$ cat config.mk
export PLATFORM = sky130hd
export DESIGN_NAME = ledc_fifo_front
export DESIGN_NICKNAME = d
export VERILOG_FILES = /design/src/rtl/ledc_pkg.sv /design/src/rtl/ledc_word_fifo.sv /design/src/rtl/ledc_irq_ctrl.sv /design/src/rtl/ledc_fifo_front.sv
export SDC_FILE = /design/constraint.sdc
export NUM_CORES = 1
export LEC_CHECK = 0
export BUFFER_PORTS_ARGS = -buffer_cell sky130_fd_sc_hd__buf_4
export CAP_MARGIN = 20
export CORE_ASPECT_RATIO = 1.1
export CORE_MARGIN = 2
export CORE_UTILIZATION = 60
export DETAILED_ROUTE_END_ITERATION = 16
export GPL_TIMING_DRIVEN = 0
export PLACE_DENSITY = 0.88
export SYNTH_ARGS = -nofsm -noshare
export SYNTH_HDL_FRONTEND = slang
export SYNTH_SLANG_ARGS = --single-unit
$ cat constraint.sdc
create_clock -name clk_i -period 4.6 [get_ports clk_i]
set_input_delay 0.46 -clock clk_i [delete_from_list [all_inputs] [get_ports clk_i]]
set_output_delay 0.46 -clock clk_i [all_outputs]
set_load 0.02 [all_outputs]
$ cat src/rtl/ledc_pkg.sv
package ledc_pkg;
  localparam int unsigned ADDR_W = 5;
  localparam int unsigned DW     = 32;

  localparam logic [ADDR_W-1:0] A_CTRL = 5'h00;
  localparam logic [ADDR_W-1:0] A_DATA = 5'h04;
  localparam logic [ADDR_W-1:0] A_DMA  = 5'h08;
  localparam logic [ADDR_W-1:0] A_IEN  = 5'h0C;
  localparam logic [ADDR_W-1:0] A_STAT = 5'h10;

  localparam int unsigned B_RUN     = 0;
  localparam int unsigned B_LEN     = 16;
  localparam int unsigned B_DMA_EN  = 5;
  localparam int unsigned B_GLB_EN  = 5;
  localparam int unsigned B_REQ     = 1;
  localparam int unsigned B_FIN     = 0;
  localparam int unsigned B_OVF     = 2;
  localparam int unsigned B_LVL     = 10;

  // flag vector order: {ovf, req, fin}
  typedef struct packed {
    logic ovf;
    logic req;
    logic fin;
  } flags_t;
endpackage

$ cat src/rtl/ledc_word_fifo.sv
module ledc_word_fifo #(
  parameter int unsigned W     = 32,
  parameter int unsigned DEPTH = 32,
  localparam int unsigned PTR_W = $clog2(DEPTH),
  localparam int unsigned LVL_W = $clog2(DEPTH + 1)
) (
  input  logic             clk_i,
  input  logic             rst_ni,
  input  logic             flush_i,
  input  logic             push_i,
  input  logic [W-1:0]     wdata_i,
  input  logic             pop_i,
  output logic [W-1:0]     rdata_o,
  output logic [LVL_W-1:0] level_o,
  output logic             full_o,
  output logic             empty_o
);
  logic [W-1:0]     mem_q [DEPTH];
  logic [PTR_W-1:0] wr_q, rd_q;
  logic [LVL_W-1:0] cnt_q;
  logic             push_ok, pop_ok;

  assign full_o  = (cnt_q == LVL_W'(DEPTH));
  assign empty_o = (cnt_q == '0);
  assign push_ok = push_i && !full_o && !flush_i;
  assign pop_ok  = pop_i && !empty_o && !flush_i;
  assign rdata_o = mem_q[rd_q];
  assign level_o = cnt_q;

  function automatic logic [PTR_W-1:0] inc(input logic [PTR_W-1:0] p);
    return (p == PTR_W'(DEPTH - 1)) ? '0 : p + 1'b1;
  endfunction

  always_ff @(posedge clk_i) begin
    if (push_ok) mem_q[wr_q] <= wdata_i;
  end

  always_ff @(posedge clk_i or negedge rst_ni) begin
    if (!rst_ni) begin
      wr_q  <= '0;
      rd_q  <= '0;
      cnt_q <= '0;
    end else if (flush_i) begin
      wr_q  <= '0;
      rd_q  <= '0;
      cnt_q <= '0;
    end else begin
      if (push_ok) wr_q <= inc(wr_q);
      if (pop_ok)  rd_q <= inc(rd_q);
      cnt_q <= cnt_q + LVL_W'(push_ok) - LVL_W'(pop_ok);
    end
  end
endmodule

$ cat src/rtl/ledc_irq_ctrl.sv
module ledc_irq_ctrl
  import ledc_pkg::*;
#(
  parameter int unsigned LVL_W  = 6,
  parameter int unsigned TRIG_W = 5
) (
  input  logic              clk_i,
  input  logic              rst_ni,
  input  logic [LVL_W-1:0]  level_i,
  input  logic [TRIG_W-1:0] trig_i,
  input  logic              dma_en_i,
  input  logic              glb_en_i,
  input  logic              req_en_i,
  input  logic              fin_en_i,
  input  logic              done_i,
  input  logic              ovf_set_i,
  input  flags_t            clr_i,
  output flags_t            flags_o,
  output logic              irq_o,
  output logic              dma_req_o
);
  logic   low;
  flags_t set, flg_q;

  assign low       = (level_i <= LVL_W'(trig_i));
  assign dma_req_o = dma_en_i && low;

  assign set.ovf = ovf_set_i;
  assign set.req = !dma_en_i && low;
  assign set.fin = done_i;

  always_ff @(posedge clk_i or negedge rst_ni) begin
    if (!rst_ni) flg_q <= '0;
    else         flg_q <= set | (flg_q & ~clr_i);
  end

  assign flags_o = flg_q;
  assign irq_o   = glb_en_i && ((flg_q.fin && fin_en_i) || (flg_q.req && req_en_i));
endmodule

$ cat src/rtl/ledc_fifo_front.sv
module ledc_fifo_front
  import ledc_pkg::*;
#(
  parameter int unsigned DEPTH    = 32,
  parameter int unsigned LEN_W    = 13,
  localparam int unsigned LVL_W   = $clog2(DEPTH + 1),
  localparam int unsigned TRIG_W  = $clog2(DEPTH)
) (
  input  logic              clk_i,
  input  logic              rst_ni,
  input  logic              reg_we_i,
  input  logic [ADDR_W-1:0] reg_addr_i,
  input  logic [DW-1:0]     reg_wdata_i,
  output logic [DW-1:0]     reg_rdata_o,
  input  logic              xfer_done_i,
  output logic              run_o,
  output logic [LEN_W-1:0]  frame_len_o,
  output logic              pix_valid_o,
  input  logic              pix_ready_i,
  output logic [DW-1:0]     pix_data_o,
  output logic              irq_o,
  output logic              dma_req_o
);
  logic              run_q, dma_en_q, glb_en_q, req_en_q, fin_en_q;
  logic [LEN_W-1:0]  len_q;
  logic [TRIG_W-1:0] trig_q;
  logic              wr_ctrl, wr_data, wr_dma, wr_ien, wr_stat, start;
  logic [LVL_W-1:0]  level;
  logic              full, empty;
  flags_t            flags, clr;

  assign wr_ctrl = reg_we_i && (reg_addr_i == A_CTRL);
  assign wr_data = reg_we_i && (reg_addr_i == A_DATA);
  assign wr_dma  = reg_we_i && (reg_addr_i == A_DMA);
  assign wr_ien  = reg_we_i && (reg_addr_i == A_IEN);
  assign wr_stat = reg_we_i && (reg_addr_i == A_STAT);
  assign start   = wr_ctrl && reg_wdata_i[B_RUN];

  assign clr.ovf = wr_stat && reg_wdata_i[B_OVF];
  assign clr.req = wr_stat && reg_wdata_i[B_REQ];
  assign clr.fin = wr_stat && reg_wdata_i[B_FIN];

  always_ff @(posedge clk_i or negedge rst_ni) begin
    if (!rst_ni) begin
      run_q    <= 1'b0;
      len_q    <= '0;
      dma_en_q <= 1'b0;
      trig_q   <= TRIG_W'(DEPTH / 2);
      glb_en_q <= 1'b0;
      req_en_q <= 1'b0;
      fin_en_q <= 1'b0;
    end else begin
      if (wr_ctrl) begin
        run_q <= reg_wdata_i[B_RUN];
        len_q <= reg_wdata_i[B_LEN +: LEN_W];
      end else if (xfer_done_i) begin
        run_q <= 1'b0;
      end
      if (wr_dma) begin
        dma_en_q <= reg_wdata_i[B_DMA_EN];
        trig_q   <= reg_wdata_i[TRIG_W-1:0];
      end
      if (wr_ien) begin
        glb_en_q <= reg_wdata_i[B_GLB_EN];
        req_en_q <= reg_wdata_i[B_REQ];
        fin_en_q <= reg_wdata_i[B_FIN];
      end
    end
  end

  assign pix_valid_o = run_q && !empty;

  ledc_word_fifo #(.W(DW), .DEPTH(DEPTH)) u_fifo (
    .clk_i   (clk_i),
    .rst_ni  (rst_ni),
    .flush_i (start),
    .push_i  (wr_data),
    .wdata_i (reg_wdata_i),
    .pop_i   (pix_valid_o && pix_ready_i),
    .rdata_o (pix_data_o),
    .level_o (level),
    .full_o  (full),
    .empty_o (empty)
  );

  ledc_irq_ctrl #(.LVL_W(LVL_W), .TRIG_W(TRIG_W)) u_irq (
    .clk_i     (clk_i),
    .rst_ni    (rst_ni),
    .level_i   (level),
    .trig_i    (trig_q),
    .dma_en_i  (dma_en_q),
    .glb_en_i  (glb_en_q),
    .req_en_i  (req_en_q),
    .fin_en_i  (fin_en_q),
    .done_i    (xfer_done_i),
    .ovf_set_i (wr_data && full),
    .clr_i     (clr),
    .flags_o   (flags),
    .irq_o     (irq_o),
    .dma_req_o (dma_req_o)
  );

  always_comb begin
    reg_rdata_o = '0;
    unique case (reg_addr_i)
      A_CTRL: begin
        reg_rdata_o[B_RUN]            = run_q;
        reg_rdata_o[B_LEN +: LEN_W]   = len_q;
      end
      A_DMA: begin
        reg_rdata_o[B_DMA_EN]         = dma_en_q;
        reg_rdata_o[TRIG_W-1:0]       = trig_q;
      end
      A_IEN: begin
        reg_rdata_o[B_GLB_EN]         = glb_en_q;
        reg_rdata_o[B_REQ]            = req_en_q;
        reg_rdata_o[B_FIN]            = fin_en_q;
      end
      A_STAT: begin
        reg_rdata_o[B_LVL +: LVL_W]   = level;
        reg_rdata_o[B_OVF]            = flags.ovf;
        reg_rdata_o[B_REQ]            = flags.req;
        reg_rdata_o[B_FIN]            = flags.fin;
      end
      default: reg_rdata_o = '0;
    endcase
  end

  assign run_o       = run_q;
  assign frame_len_o = len_q;
endmodule

==> out/metrics.csv, run 1 <==
metric,value,unit
outcome,finished with violations,
violations in the final reports,setup timing,
least setup slack across all paths after layout,-0.0979,ns
"wirelength, routed",119000,um
maximum fanout count along the critical path,10,
sinks on the clock net,1066,
Root Driver,clkbuf_16,
clock insertion delay at the later pin of the skew report,0.68,ns
Iteration-0 DRC Markers,4232,
RD Place Congestion,0.859,
residual antenna-violating net count after detailed routing,0,
critical path's largest stage delay,0.64,ns
"Slew Viols, Final",0,
gr ovfl total,0,
headroom to the max-slew limit,23.2,%
"IR drop worst, VDD",0.000312,V
Layout Utilization,69.2,%
part of the Yosys area used for sequential elements,76.5,%
number of buffers on the longest clock path,3,
Synthesis Warnings,0,
mean post-synth cell area,19.8,um2
largest net degree at the start of global routing,43,
number of input and output port buffers inserted,115,
post-synthesis cell area,41600,um2
most frequent cell on the critical path,buf_2,
ratio of total power to cell area,450,nW/um2
area growth from synthesis to final layout,14.7,%
number of instances in the synthesized netlist,2099,
number of detailed-routing iterations run before antenna repair,6,
Setup Skew,0.0327,ns
top cells by area in the synthesized netlist,"edfxtp_1, mux4_2, mux2i_1, mux2_2, dfrtp_1",
FP Rows,101,
register clock-pin slew on the reported worst setup and hold paths,0.06,ns
cell taking the most area after synthesis,edfxtp_1,
global-route usage over all layers,33.9,%
"count leader, synth",edfxtp_1,
post-synthesis async set-or-reset flop share,3.94,%
CTS tree,built,
prevailing post-synth register cell,edfxtp_1,
post-route fraction of the period consumed by the critical path,102,%
Sum Neg Setup Slack,-0.0979,ns
buffer and inverter count on the worst path,5,
core area,68900,um2
H-tree depth,3,
DR WL/cell,35.6,um
library cell contributing the largest single delay on the critical path,buf_1,
RSZ-0062 raised after global routing,false,
max-cap check violation count,0,
Worst Setup Start Kind,flop,
total CTS buffers,94,
ordered list of cells on the worst path,buf_2 -> nor2b_1 -> buf_2 -> buf_1 -> clkbuf_1 -> a22oi_1 -> o211ai_1 -> nand4_1 -> buf_4,
Worst setup EP type,output port,
initial antenna violation count,2,
static leakage power,15.4,nW
Critical Path AT,4.24,ns
slew of the pin with the lowest slew margin,1.15,ns
via count of the first global-routing pass,24642,
die extent in y,280,um
wire length of the first global-routing pass,170000,um
Worst Hold Class,in -> reg,
via/cell ratio,7.30,
share of cells above drive strength 1,26.0,%
num ports,123,
detailed-placement wirelength estimate,68700,um
"Power, Total",0.0214,W
WP data required,4.14,ns
cell types with the highest counts after synthesis,"edfxtp_1, mux2i_1, mux4_2",
die area,71400,um2
effective utilization at floorplan,60.4,%
area fraction of the dominant cell type after synthesis,73.9,%
"EDFF count, synth",1024,
number of nets in the final layout,2415,
final count of negative-setup-slack endpoints,1,
maximum operating frequency,213,MHz
count of inserted antenna diode cells,0,
number of synthesized register bits,1066,
x dimension of the die,255,um
total number of vias,24485,
number of endpoints with negative hold slack in the final report,0,
post-layout minimum cycle time,4.70,ns
family with the most delay on the worst path,buffers and inverters,
worst hold-check slack,0.152,ns
Remaining DRCs,0,
number of different library cells in the post-synthesis netlist,58,
start-to-end type of the worst setup path,reg -> out,
## path summary, 6_finish.rpt
path                                    from             endpoint  slack [ns]  cells past startpoint
setup / recovery              u_fifo.rd_q[2]        pix_data_o[0]        -0.1                      9
hold / removal                      reg_we_i     u_irq.flags_o[1]        0.15                      3
setup reg to reg           u_fifo.level_o[2]  u_fifo.mem_q[20][8]        1.02                      8
hold reg to reg                     dma_en_q     u_irq.flags_o[1]        0.51                      1
max in group asynchronous             rst_ni      frame_len_o[11]        3.82                      2
min in group asynchronous             rst_ni             glb_en_q        0.35                      2
## logic make-up after synthesis
logic type               after synthesis  share of synthesized area, %
adder cells (fa/ha/maj)               22                         0.680
XOR/XNOR                               3                        0.0632
AND/OR/NAND/NOR                      206                          2.92
other                                  1                       0.00902
multiplexers                         408                          14.0
buffers and inverters                141                          1.50
AO/OA/AOI/OAI                        252                          4.33
flip-flops                          1066                          76.5
## routing by layer
metal | share of wire [%] | wire [um] | vias up | track usage, %
li1 | - | - | 9112 | -
met1 | 32 | 38000 | 12067 | 41.4
met2 | 48 | 57100 | 2691 | 54.0
met3 | 14 | 16400 | 613 | 10.4
met4 | 6.7 | 8040 | 2 | 19.7
met5 | 0.0059 | 7 | - | 0
## worst min-delay path: cells and delay by family
| family | cells | cell delay (ns) |
|---|---|---|
| buffers and inverters | 1 | 0.14 |
| AOI/OAI and AO/OA | 1 | 0.11 |
| and+or+nand+nor | 1 | 0.07 |
## stage by stage
step	setup slack, ns	instances	area (um2)
after detailed placement	0.774	3179	44600
after CTS	0.0462	3351	47700
after floorplan	1.18	2105	41600
after global placement	-0.757	3147	43600
after global routing	0.00608	3352	47700
final	-0.0979	3352	47700
## timing repair
action                     in CTS  in global routing
hold buffers                    2                  0
hold endpoints to repair       42                  0
cloned                          0                  0
buffers inserted                0                  0
setup endpoints to repair       7                 13
gates resized for setup         2                 12
## report_power, final
part | internal [W] | total, W | switching, W
combinational | 0.00106 | 0.00257 | 0.00151
sequential | 0.0107 | 0.0108 | 0.0000947
clock | 0.00453 | 0.00807 | 0.00354
## cell usage in the layout, fill, tap and decap left out, types with 5 or more instances in the layout
| cell type | instances |
|---|---|
| inv_1 | 16 |
| buf_2 | 44 |
| o211ai_1 | 31 |
| nor2_1 | 11 |
| buf_12 | 26 |
| buf_4 | 123 |
| nand4_1 | 31 |
| nand2_1 | 19 |
| mux2_2 | 118 |
| clkbuf_2 | 6 |
| clkbuf_8 | 5 |
| bufinv_16 | 11 |
| nor2_4 | 32 |
| or3_1 | 34 |
| a21oi_1 | 39 |
| clkinvlp_4 | 6 |
| clkinv_1 | 12 |
| a22o_1 | 36 |
| ha_1 | 21 |
| nand3_1 | 7 |
| and2_1 | 12 |
| a22oi_1 | 97 |
| buf_16 | 6 |
| clkbuf_1 | 82 |
| dfrtp_1 | 41 |
| mux2i_1 | 162 |
| buf_1 | 9 |
| o22ai_1 | 32 |
| mux4_2 | 128 |
| and3_1 | 21 |
| clkbuf_16 | 95 |
| clkinv_2 | 10 |
| edfxtp_1 | 1024 |
| nor2b_1 | 5 |
| conb_1 | 7 |
## registers in the layout, summed over array words and instances, names as in the netlist, 3 cells and up
name,count
u_fifo.level_o,6
frame_len_o,13
u_fifo.wr_q,5
u_fifo.rd_q,5
u_irq.flags_o,3
trig_q,5
u_fifo.mem_q,1024
## area by class of cell
cell class / count / area, um2
buffer: 125 / 574
clock buffer: 127 / 2550
clock inverter: 43 / 532
fill: 3695 / 21200
inverter: 16 / 60.1
multi-input combinational: 898 / 9420
sequential: 1066 / 31800
tap: 927 / 1160
timing repair buffer: 150 / 1570
Note: power is estimated with default switching activity, not from simulation.
==> inputs of run 2 (changes only) <==
--- a/config.mk
+++ b/config.mk
@@ -12,7 +12,7 @@
 export CORE_UTILIZATION = 60
 export DETAILED_ROUTE_END_ITERATION = 16
 export GPL_TIMING_DRIVEN = 0
-export PLACE_DENSITY = 0.88
+export PLACE_DENSITY = 0.77
 export SYNTH_ARGS = -nofsm -noshare
 export SYNTH_HDL_FRONTEND = slang
 export SYNTH_SLANG_ARGS = --single-unit
==> run 2 against run 1 <==
The run now ends clean. Routed wire length down 10%. Critical endpoint is now pix_data_o[25]. Critical path depth down 2. Setup slack better by 0.23 ns. Maximum frequency up 5.3%. Cell area up 1.0%.
==> out/metrics.csv, run 2 (synthesized netlist as in run 1, its figures left out) <==
metric,value,unit,change
"most common cell after layout, fill and taps aside",edfxtp_1,,
outcome,completed,,
detailed-placement wirelength estimate,68500,um,-0.22%
"reg-to-reg slack, setup",1.00,ns,-0.02 ns
Root Driver,clkbuf_16,,
number of nets in the final layout,2430,,+0.62%
Setup Skew,0.0264,ns,-0.00633 ns
total number of vias,22746,,-7.1%
"IR drop worst, VDD",0.000323,V,+3.5%
count of inserted antenna diode cells,0,,unchanged
CTS tree,built,,
post-CTS setup buffer count,0,,unchanged
register with the highest flop count,u_fifo.mem_q,,
share of cells above drive strength 1,26.1,%,+0.13 points
"wirelength, routed",108000,um,-10%
number of endpoints with negative hold slack in the final report,0,,unchanged
Worst Reg2Reg Path Length in Cells,8,,unchanged
slew of the pin with the lowest slew margin,1.28,ns,+0.132 ns
Worst Hold Class,in -> reg,,
headroom to the max-slew limit,14.4,%,-8.8 points
sinks on the clock net,1066,,unchanged
largest net degree at the start of global routing,43,,unchanged
die extent in y,280,um,unchanged
max reg flops,1024,,unchanged
"Slew Viols, Final",0,,unchanged
Sum Neg Setup Slack,0,ns,+0.0979 ns
r2r startpoint,u_fifo.level_o[2],,
H-tree depth,3,,unchanged
clock insertion delay at the later pin of the skew report,0.66,ns,-0.02 ns
core area,68900,um2,unchanged
start-to-end type of the worst setup path,reg -> out,,
effective utilization at floorplan,60.4,%,unchanged
WP data required,4.14,ns,about the same
"Endpoint, Worst Hold",u_irq.flags_o[0],,
global route hottest layer,met2,,
Global Route met1 Usage,41.1,%,-0.29 points
residual antenna-violating net count after detailed routing,0,,unchanged
final count of negative-setup-slack endpoints,0,,-1
static leakage power,15.6,nW,+1.3%
register clock-pin slew on the reported worst setup and hold paths,0.06,ns,about the same
Worst Setup Start Kind,flop,,
hold path depth,3,,unchanged
Layout Utilization,69.9,%,+0.69 points
total CTS buffers,98,,+4.3%
fillcell total,3979,,+7.7%
most used cells in the layout excluding fill and tap cells,"edfxtp_1, mux2i_1, mux4_2",,
launch instance of the worst min-delay path,reg_we_i,,
via count of the first global-routing pass,22936,,-6.9%
die area,71400,um2,unchanged
worst hold-check slack,0.141,ns,-0.0114 ns
area growth from synthesis to final layout,15.8,%,
ratio of total power to cell area,443,nW/um2,-1.6%
Worst R2R End,u_fifo.mem_q[23][8],,
maximum operating frequency,224,MHz,+5.3%
initial antenna violation count,3,,+1
Critical Path AT,4.00,ns,-0.24 ns
number of buffers on the longest clock path,3,,unchanged
via/cell ratio,6.75,,-7.6%
post-layout minimum cycle time,4.46,ns,-0.234 ns
post-route fraction of the period consumed by the critical path,97.0,%,-5.1 points
placed instance count,3190,,+0.35%
max-cap check violation count,0,,unchanged
met2 Usage GRT,49.5,%,-4.5 points
number of detailed-routing iterations run before antenna repair,6,,unchanged
x dimension of the die,255,um,unchanged
Worst setup EP type,output port,,
met3 usage,6.62,%,-3.7 points
Iteration-0 DRC Markers,3358,,-21%
number of input and output port buffers inserted,115,,unchanged
num ports,123,,unchanged
global-route usage over all layers,30.7,%,-3.3 points
RD Place Congestion,0.831,,-3.2%
gr ovfl total,0,,unchanged
FP Rows,101,,unchanged
maximum fanout count along the critical path,10,,unchanged
Remaining DRCs,0,,unchanged
wire length of the first global-routing pass,154000,um,-9.5%
final cell count without fillers,3371,,+0.57%
RSZ-0062 raised after global routing,false,,
DR WL/cell,31.9,um,-10%
run 2: layer usage:
| metal | wire length [um] | part of all wire (%) |
|---|---|---|
| met5 | 0 | 0 |
| met4 | 3980 | 3.7 |
| met3 | 12200 | 11 |
| met2 | 53100 | 49 |
| met1 | 38300 | 36 |
run 2: final cells by class:
type / instances / area, um2 / area share (%)
Buffer: 125 / 562 / 1.17
Clock buffer: 118 / 2600 / 5.40
Clock inverter: 60 / 576 / 1.20
Inverter: 16 / 60.1 / 0.125
Multi-Input combinational cell: 898 / 9420 / 19.6
Sequential cell: 1066 / 31800 / 66.0
Tap cell: 927 / 1160 / 2.41
Timing Repair Buffer: 161 / 1970 / 4.10
run 2: worst max-delay path, stage by stage, from the launching register on:
cell and delay [ns]:
dfrtp_1 0.33, buf_2 0.23, buf_1 0.77, buf_1 0.87, mux4_2 0.44, a22oi_1 0.29
nand4_1 0.18, buf_4 0.21
run 2: how the worst max path moves through the flow:
stage / end / cells past startpoint / slack, ns / from
after detailed placement: pix_data_o[14] / 8 / 0.91 / u_fifo.rd_q[2]
after global placement: u_fifo.mem_q[14][11] / 6 / -1.06 / reg_addr_i[1]
after CTS: pix_data_o[14] / 8 / 0.19 / u_fifo.rd_q[1]
final: pix_data_o[25] / 7 / 0.14 / u_fifo.rd_q[2]
after floorplan: u_fifo.mem_q[31][0] / 5 / 1.18 / reg_addr_i[1]
after global routing: pix_data_o[25] / 7 / 0.08 / u_fifo.rd_q[2]
run 2: through the flow:
stage / area, um2 / setup WS (ns) / total power, W
after floorplan: 41600 / 1.18 / 0.0126
after global placement: 43600 / -1.06 / 0.0133
after detailed placement: 45000 / 0.911 / 0.0134
after CTS: 48200 / 0.188 / 0.0213
after global routing: 48200 / 0.0783 / 0.0219
final: 48200 / 0.136 / 0.0213
run 2: power breakdown:
part	switching, W	internal (W)	total, W
Clock	0.00351	0.00459	0.00809
Sequential	0.0000833	0.0107	0.0108
Combinational	0.00137	0.00106	0.00243
Total	0.00496	0.0164	0.0213
run 2: what timing repair did:
| action | CTS | global route |
|---|---|---|
| gates resized for setup | 0 | 0 |
| endpoints found under the setup margin | 0 | 0 |
| hold buffers | 2 | 0 |
| endpoints found under the hold margin | 42 | 0 |
